$ cat config.mk
export PLATFORM = sky130hd
export DESIGN_NAME = cfg_loader
export DESIGN_NICKNAME = d
export VERILOG_FILES = /design/src/rtl/cfg_loader_pkg.sv /design/src/rtl/cfg_sync.sv /design/src/rtl/cfg_timer.sv /design/src/rtl/cfg_watchdog.sv /design/src/rtl/cfg_loader.sv
export SDC_FILE = /design/constraint.sdc
export NUM_CORES = 1
export LEC_CHECK = 0
export BUFFER_PORTS_ARGS = -buffer_cell sky130_fd_sc_hd__buf_2
export CAP_MARGIN = 20
export CELL_PAD_IN_SITES_DETAIL_PLACEMENT = 0
export CELL_PAD_IN_SITES_GLOBAL_PLACEMENT = 1
export CORE_MARGIN = 10
export CORE_UTILIZATION = 50
export CTS_CLUSTER_SIZE = 25
export DETAILED_ROUTE_END_ITERATION = 7
export GPL_TIMING_DRIVEN = 0
export HOLD_SLACK_MARGIN = 0.05
export PLACE_DENSITY = 0.83
export SLEW_MARGIN = 20
export SYNTH_ARGS = -nofsm -noshare
export SYNTH_HDL_FRONTEND = slang
export SYNTH_SLANG_ARGS = --single-unit
$ cat constraint.sdc
create_clock -name clk -period 4.9 [get_ports clk]
set_input_delay 0.49 -clock clk [delete_from_list [all_inputs] [get_ports clk]]
set_output_delay 0.49 -clock clk [all_outputs]
set_load 0.005 [all_outputs]
$ cat src/rtl/cfg_loader_pkg.sv
package cfg_loader_pkg;

    typedef enum logic [3:0] {
        ST_IDLE,
        ST_PULSE,
        ST_WAIT_INIT,
        ST_LEN_CHK,
        ST_FETCH,
        ST_WAIT_RDY,
        ST_SETUP,
        ST_STROBE,
        ST_HOLD,
        ST_CHECK,
        ST_FAULT
    } cfg_state_e;

    localparam int unsigned SYNC_STAGES = 2;

endpackage

$ cat src/rtl/cfg_sync.sv
module cfg_sync #(
    parameter int W      = 1,
    parameter int STAGES = 2
) (
    input  logic         clk,
    input  logic         rst_n,
    input  logic [W-1:0] d,
    output logic [W-1:0] q
);

    logic [W-1:0] stg [STAGES];

    always_ff @(posedge clk or negedge rst_n) begin
        if (!rst_n) begin
            for (int i = 0; i < STAGES; i++) stg[i] <= '0;
        end else begin
            stg[0] <= d;
            for (int i = 1; i < STAGES; i++) stg[i] <= stg[i-1];
        end
    end

    assign q = stg[STAGES-1];

endmodule

$ cat src/rtl/cfg_timer.sv
module cfg_timer #(
    parameter int W = 4
) (
    input  logic         clk,
    input  logic         rst_n,
    input  logic         load,
    input  logic [W-1:0] val,
    output logic         zero
);

    logic [W-1:0] cnt_q;

    always_ff @(posedge clk or negedge rst_n) begin
        if (!rst_n)             cnt_q <= '0;
        else if (load)          cnt_q <= val;
        else if (cnt_q != '0)   cnt_q <= cnt_q - W'(1);
    end

    assign zero = (cnt_q == '0);

endmodule

$ cat src/rtl/cfg_watchdog.sv
module cfg_watchdog #(
    parameter int LIMIT = 1000
) (
    input  logic clk,
    input  logic rst_n,
    input  logic clear,
    input  logic run,
    output logic expired
);

    localparam int CW = $clog2(LIMIT + 1);
    localparam logic [CW-1:0] LAST = CW'(LIMIT - 1);

    logic [CW-1:0] cnt_q;

    always_ff @(posedge clk or negedge rst_n) begin
        if (!rst_n)                          cnt_q <= '0;
        else if (clear)                      cnt_q <= '0;
        else if (run && cnt_q != LAST)       cnt_q <= cnt_q + CW'(1);
    end

    assign expired = run && (cnt_q == LAST);

    // the counter never runs past its terminal value
    assert_wd_bound_R9: assert property (@(posedge clk) disable iff (!rst_n)
        (cnt_q == LAST && run && !clear) |=> (cnt_q == LAST));

endmodule

$ cat src/rtl/cfg_loader.sv
module cfg_loader
    import cfg_loader_pkg::*;
#(
    parameter int CLK_HZ      = 50_000_000,
    parameter int RST_US      = 10,
    parameter int STROBE_CYC  = 2,
    parameter int SETTLE_CYC  = 3,
    parameter int WDOG_CYCLES = 150_000_000,
    parameter int LEN_W       = 24
) (
    input  logic             clk,
    input  logic             rst_n,
    input  logic             start,
    input  logic [LEN_W-1:0] len,
    input  logic [7:0]       s_data,
    input  logic             s_valid,
    output logic             s_ready,
    input  logic             init_n_in,
    input  logic             rdy_in,
    input  logic             done_in,
    output logic             prog_n,
    output logic             fpga_rst_n,
    output logic             cs_n,
    output logic             wr_n,
    output logic [7:0]       dbus,
    output logic             sys_rst_n,
    output logic             busy,
    output logic             done,
    output logic             error
);

    localparam int RST_CYC = CLK_HZ / 1_000_000 * RST_US;
    localparam int MAX_AB  = (RST_CYC > STROBE_CYC) ? RST_CYC : STROBE_CYC;
    localparam int TMR_MAX = (MAX_AB > SETTLE_CYC) ? MAX_AB : SETTLE_CYC;
    localparam int TW      = $clog2(TMR_MAX + 1);

    cfg_state_e state_q, state_d;

    logic             init_s, rdy_s, done_s;
    logic             tmr_load, tmr_zero;
    logic [TW-1:0]    tmr_val;
    logic             wd_clear, wd_run, wd_expired;
    logic             start_acc, check_pass;
    logic [LEN_W-1:0] len_q, rem_q;
    logic [7:0]       byte_q;
    logic             done_q, err_q;

    // ---------------- input synchronizers ----------------
    cfg_sync #(.W(3), .STAGES(SYNC_STAGES)) u_sync (
        .clk   (clk),
        .rst_n (rst_n),
        .d     ({init_n_in, rdy_in, done_in}),
        .q     ({init_s, rdy_s, done_s})
    );

    // ---------------- shared phase timer ----------------
    cfg_timer #(.W(TW)) u_tmr (
        .clk   (clk),
        .rst_n (rst_n),
        .load  (tmr_load),
        .val   (tmr_val),
        .zero  (tmr_zero)
    );

    // ---------------- watchdog ----------------
    cfg_watchdog #(.LIMIT(WDOG_CYCLES)) u_wd (
        .clk     (clk),
        .rst_n   (rst_n),
        .clear   (wd_clear),
        .run     (wd_run),
        .expired (wd_expired)
    );

    assign start_acc  = (state_q == ST_IDLE) && start;
    assign check_pass = (state_q == ST_CHECK) && tmr_zero && done_s;
    assign wd_clear   = start_acc || check_pass;
    assign wd_run     = (state_q != ST_IDLE) && (state_q != ST_FAULT);

    // ---------------- next state ----------------
    always_comb begin
        state_d = state_q;
        if (wd_expired) begin
            state_d = ST_FAULT;
        end else begin
            unique case (state_q)
                ST_IDLE:      if (start)      state_d = ST_PULSE;
                ST_PULSE:     if (tmr_zero)   state_d = ST_WAIT_INIT;
                ST_WAIT_INIT: if (init_s)     state_d = ST_LEN_CHK;
                ST_LEN_CHK:   state_d = (len_q == '0) ? ST_PULSE : ST_FETCH;
                ST_FETCH:     if (s_valid)    state_d = ST_WAIT_RDY;
                ST_WAIT_RDY:  if (rdy_s)      state_d = ST_SETUP;
                ST_SETUP:     state_d = ST_STROBE;
                ST_STROBE:    if (tmr_zero)   state_d = ST_HOLD;
                ST_HOLD:      state_d = (rem_q == LEN_W'(1)) ? ST_CHECK : ST_FETCH;
                ST_CHECK:     if (tmr_zero)   state_d = done_s ? ST_IDLE : ST_PULSE;
                ST_FAULT:     if (tmr_zero)   state_d = ST_IDLE;
                default:      state_d = ST_IDLE;
            endcase
        end
    end

    // phase timer is loaded on every state entry
    assign tmr_load = (state_d != state_q);

    always_comb begin
        case (state_d)
            ST_PULSE, ST_FAULT: tmr_val = TW'(RST_CYC - 1);
            ST_STROBE:          tmr_val = TW'(STROBE_CYC - 1);
            ST_CHECK:           tmr_val = TW'(SETTLE_CYC - 1);
            default:            tmr_val = '0;
        endcase
    end

    // ---------------- state register ----------------
    always_ff @(posedge clk or negedge rst_n) begin
        if (!rst_n) state_q <= ST_IDLE;
        else        state_q <= state_d;
    end

    // ---------------- datapath registers ----------------
    always_ff @(posedge clk or negedge rst_n) begin
        if (!rst_n) begin
            len_q  <= '0;
            rem_q  <= '0;
            byte_q <= '0;
            done_q <= 1'b0;
            err_q  <= 1'b0;
        end else begin
            if (start_acc) begin
                len_q  <= len;
                done_q <= 1'b0;
                err_q  <= 1'b0;
            end
            if (state_q == ST_LEN_CHK)            rem_q  <= len_q;
            else if (state_q == ST_HOLD)          rem_q  <= rem_q - LEN_W'(1);
            if (state_q == ST_FETCH && s_valid)   byte_q <= s_data;
            if (check_pass && !wd_expired)        done_q <= 1'b1;
            if (wd_expired)                       err_q  <= 1'b1;
        end
    end

    // ---------------- outputs ----------------
    always_comb begin
        prog_n     = 1'b1;
        fpga_rst_n = 1'b1;
        cs_n       = 1'b1;
        wr_n       = 1'b1;
        sys_rst_n  = 1'b1;
        s_ready    = 1'b0;
        unique case (state_q)
            ST_PULSE: begin
                prog_n     = 1'b0;
                fpga_rst_n = 1'b0;
            end
            ST_FETCH:  s_ready   = 1'b1;
            ST_STROBE: begin
                cs_n = 1'b0;
                wr_n = 1'b0;
            end
            ST_FAULT:  sys_rst_n = 1'b0;
            default: ;
        endcase
    end

    assign dbus  = byte_q;
    assign busy  = (state_q != ST_IDLE);
    assign done  = done_q;
    assign error = err_q;

    // ---------------- assertions ----------------
    assert_pulse_pair_R1: assert property (@(posedge clk) disable iff (!rst_n)
        $fell(fpga_rst_n) |-> !prog_n);

    assert_no_write_before_init_R3: assert property (@(posedge clk) disable iff (!rst_n)
        !wr_n |-> init_s);

    assert_bus_setup_R6: assert property (@(posedge clk) disable iff (!rst_n)
        $fell(wr_n) |-> $stable(dbus));

    assert_bus_hold_R6: assert property (@(posedge clk) disable iff (!rst_n)
        $rose(wr_n) |=> $stable(dbus));

    assert_done_error_excl_R10: assert property (@(posedge clk) disable iff (!rst_n)
        !(done && error));

    assert_sysrst_cause_R9: assert property (@(posedge clk) disable iff (!rst_n)
        $fell(sys_rst_n) |-> $past(wd_expired));

endmodule

==> flow_summary_export.csv <==
group,metric,value,unit
detailed_routing,drc_errors,0,
worst_setup_path,crit_type,"reg -> reg",
logic_synthesis,synth_fp_nets,583,
worst_setup_path,end_kind,"flop",
finish,antenna_cells,0,
run_status,outcome,"finished, final reports clean",
floorplan,start_util,51.6,%
floorplan,pin_count,56,
floorplan,dieHeight,124,um
power_and_ir_drop,clkPwrFrac,17.7,%
cts,clockBufferDepth,2,
cts,tritoncts,"built",
detailed_routing,ant_nets,0,
cts,ctsHtreeMaxLevel,3,
sta,finalSetupTns,0,ns
logic_synthesis,synth_cell_types,57,
detailed_routing,drt-initial-drc-count,329,
power_and_ir_drop,p_switching,1.34,mW
logic_synthesis,synthTopCellsByCount,"dfrtp_1, nand2_1, nor2_1, mux2_2, nand3_1",
detailed_routing,finalWirelength,12900,um
global_route,gr-usage-all-layers,18.0,%
detailed_routing,via_count,4363,
worst_setup_path,crit_path_max_incr_delay,0.58,ns
placement,detailedPlace.worstSlack,1.36,ns
power_and_ir_drop,internal_power,2.10,mW
sta,fin_skew,0.0129,ns
placement,routabilityCongestion,0.849,
sta,slew_headroom,37.4,%
cts,clk_latency,0.40,ns
cts,cts_sinks,105,
detailed_routing,wl_per_cell,17.3,um
worst_setup_path,cpMostUsedCell,"or4_1",
global_route,grt_start_max_net_pins,73,
floorplan,die_x,124,um
logic_synthesis,synth_top_cells_by_area,"dfrtp_1, mux2_2, nand2_1",
floorplan,core,10400,sq um
sta,worst_slew_pin_slew,0.930,ns
logic_synthesis,ys.flop_type,"dfrtp_1",
placement,hpwl,9430,um
run,drv_cap,0,
sta,finalMaxSlewViolations,0,
logic_synthesis,yosys_warnings,0,
logic_synthesis,synthCells,539,
power_and_ir_drop,leakagePower,2.60,nW
cts,ctsRootBufferMaster,"clkbuf_8",
sta,final_hold_viol_count,0,
sta,max_freq,301,MHz
power_and_ir_drop,ir_worst_vdd,0.000363,V
cts,post_cts_resized,0,
finish,final_area,6100,sq um
sta,setup_ws,1.58,ns
global_route,grt_pass1_wl,22000,um
logic_synthesis,syn_avg_cell_area,9.97,sq um
logic_synthesis,yosysTopAreaCell,"dfrtp_1",
placement,portBuffers,55,
finish,syn_to_final_growth,13.4,%
finish,finalNetCount,651,
global_route,grt_pass1_vias,4259,
worst_setup_path,cpMaxStageDelayCell,"a211oi_4",
floorplan,dieArea,15300,sq um
floorplan,rows,37,
worst_setup_path,path_max_fanout,9,
cts,clkSlewWorstSetupHoldPaths,0.11,ns
cts,cts_setup_buffers,0,
logic_synthesis,synth_top_area_share,48.9,%
finish,layout-drive-gt1-share,20.4,%
worst_setup_path,crit_required,5.21,ns
logic_synthesis,synth-edff-count,0,
sta,setup_violations,0,
worst_setup_path,cp.arrival,3.63,ns
sta,fin_crit,3.32,ns
placement,placed_area,5850,sq um
global_route,antenna_found_initial,0,
power_and_ir_drop,power_frac_seq,41.5,%
sta,period_share,67.8,%
worst_hold_path,hold_path_class,"in -> reg",
worst_setup_path,crit_chain,"or4_4, or4_1, clkbuf_2, or4_1, a31oi_1, a21oi_1, a211oi_4, mux2i_1",
power_and_ir_drop,p_comb_share,40.8,%
logic_synthesis,syn_area,5370,sq um
sta,holdWs,0.197,ns
cts,cts_buffers,9,
sta,rsz0062_at_grt,"no",
logic_synthesis,synth-seq-cells,105,
logic_synthesis,ys_seq_area_share,48.9,%
global_route,overflow,0,
detailed_routing,viasPerCell,5.83,
worst_setup_path,startpoint_type,"flop",
logic_synthesis,synthArstFlopShare,100,%
power_and_ir_drop,powerDensity,564,nW/um^2
logic_synthesis,synth_most_common_cell,"dfrtp_1",
detailed_routing,dr.pass1.iters,5,
power_and_ir_drop,p_sw_share,38.9,%
==> final timing paths <==
path                                     from              to  slack (ns)  cells past startpoint
worst max register to register      rem_q[16]  u_tmr.cnt_q[7]        1.58                      8
worst min-delay path                  done_in   u_sync.stg[3]        0.20                      1
max in group asynchronous               rst_n  u_tmr.cnt_q[2]        3.69                      3
worst max-delay path                rem_q[16]  u_tmr.cnt_q[7]        1.58                      8
min in group asynchronous               rst_n       len_q[14]        0.54                      2
worst min register to register  u_sync.stg[5]     u_sync.q[2]        0.35                      0
==> stage by stage <==
step / power [mW] / instances / util (%)
2_1_floorplan: 2.42 / 539 / -
3_3_place_gp: 2.78 / 730 / 55.9
3_5_place_dp: 2.83 / 731 / 56.2
4_1_cts: 3.45 / 748 / 58.5
5_1_grt: 3.71 / 748 / 58.5
6_report: 3.44 / 748 / 58.5
==> critical path, delay by kind of cell, from the launching register on <==
family,cells,cell delay (ns)
AOI/OAI and AO/OA,3,0.88
buffers and inverters,1,0.17
DFF,1,0.45
muxes,1,0.27
and+or+nand+nor,3,1.46
==> layout by cell type, fill, tap and decap left out, drive strengths merged, types with 9 or more instances in the layout <==
| cell type | synthesis | routed |
|---|---|---|
| nor3 | 19 | 19 |
| mux2 | 33 | 33 |
| mux2i | 10 | 10 |
| nand3 | 25 | 25 |
| buf | 8 | 64 |
| o21ai | 19 | 19 |
| a21oi | 13 | 13 |
| inv | 16 | 18 |
| o211ai | 15 | 15 |
| dfrtp | 105 | 105 |
| nor4 | 20 | 20 |
| nor2 | 45 | 45 |
| xnor2 | 19 | 19 |
| nand2 | 64 | 64 |
| xor2 | 10 | 10 |
| or4 | 9 | 9 |
| clkbuf | 16 | 25 |
| nand4 | 12 | 12 |
==> per-layer routing <==
| metal | up-vias | global-route usage [%] | part of all wire (%) | wire (um) |
|---|---|---|---|---|
| li1 | 2101 | - | - | - |
| met1 | 2141 | 26.3 | 50 | 6410 |
| met2 | 110 | 25.2 | 43 | 5550 |
| met3 | 11 | 6.29 | 6.6 | 860 |
| met4 | 0 | 3.71 | 0.87 | 113 |
| met5 | - | 0 | 0 | 0 |
==> sequential cells by signal, indices dropped and copies added, names as in the netlist <==
name / flops
dbus: 8
done: 1
error: 1
len_q: 24
rem_q: 24
state_q: 4
u_sync.q: 3
u_sync.stg: 3
u_tmr.cnt_q: 9
u_wd.cnt_q: 28
==> kinds of logic after synthesis <==
group | Yosys count | synth area share, %
xor gates and xnor gates | 29 | 4.73
AOI/OAI and AO/OA | 80 | 10.5
adders and majority gates | 5 | 1.16
and+or+nand+nor | 237 | 22.6
DFF | 105 | 48.9
buffers and inverters | 40 | 3.28
muxes | 43 | 8.78
==> what timing repair did <==
item	4_1_cts	5_1_grt
endpoints found under the setup margin	0	0
hold endpoints to repair	33	0
hold buffers	1	0
==> cell type report <==
| cell class | instances | area, sq um |
|---|---|---|
| plain buffers | 24 | 116 |
| clock buffers | 9 | 124 |
| inverters | 16 | 60.1 |
| repair buffers | 57 | 319 |
| multi-input cells | 394 | 2580 |
| well taps | 136 | 170 |
| flip-flops and latches | 105 | 2630 |
| clock inverters | 7 | 103 |
| fillers | 942 | 4320 |
==> power groups by stage <==
stage	clock network [mW]	logic [mW]	registers (mW)
2_1_floorplan	0	1.06	1.36
3_3_place_gp	0	1.36	1.42
3_5_place_dp	0	1.40	1.43
4_1_cts	0.630	1.40	1.42
5_1_grt	0.668	1.58	1.47
6_report	0.610	1.40	1.43
Power figures use the tool's default switching activity.
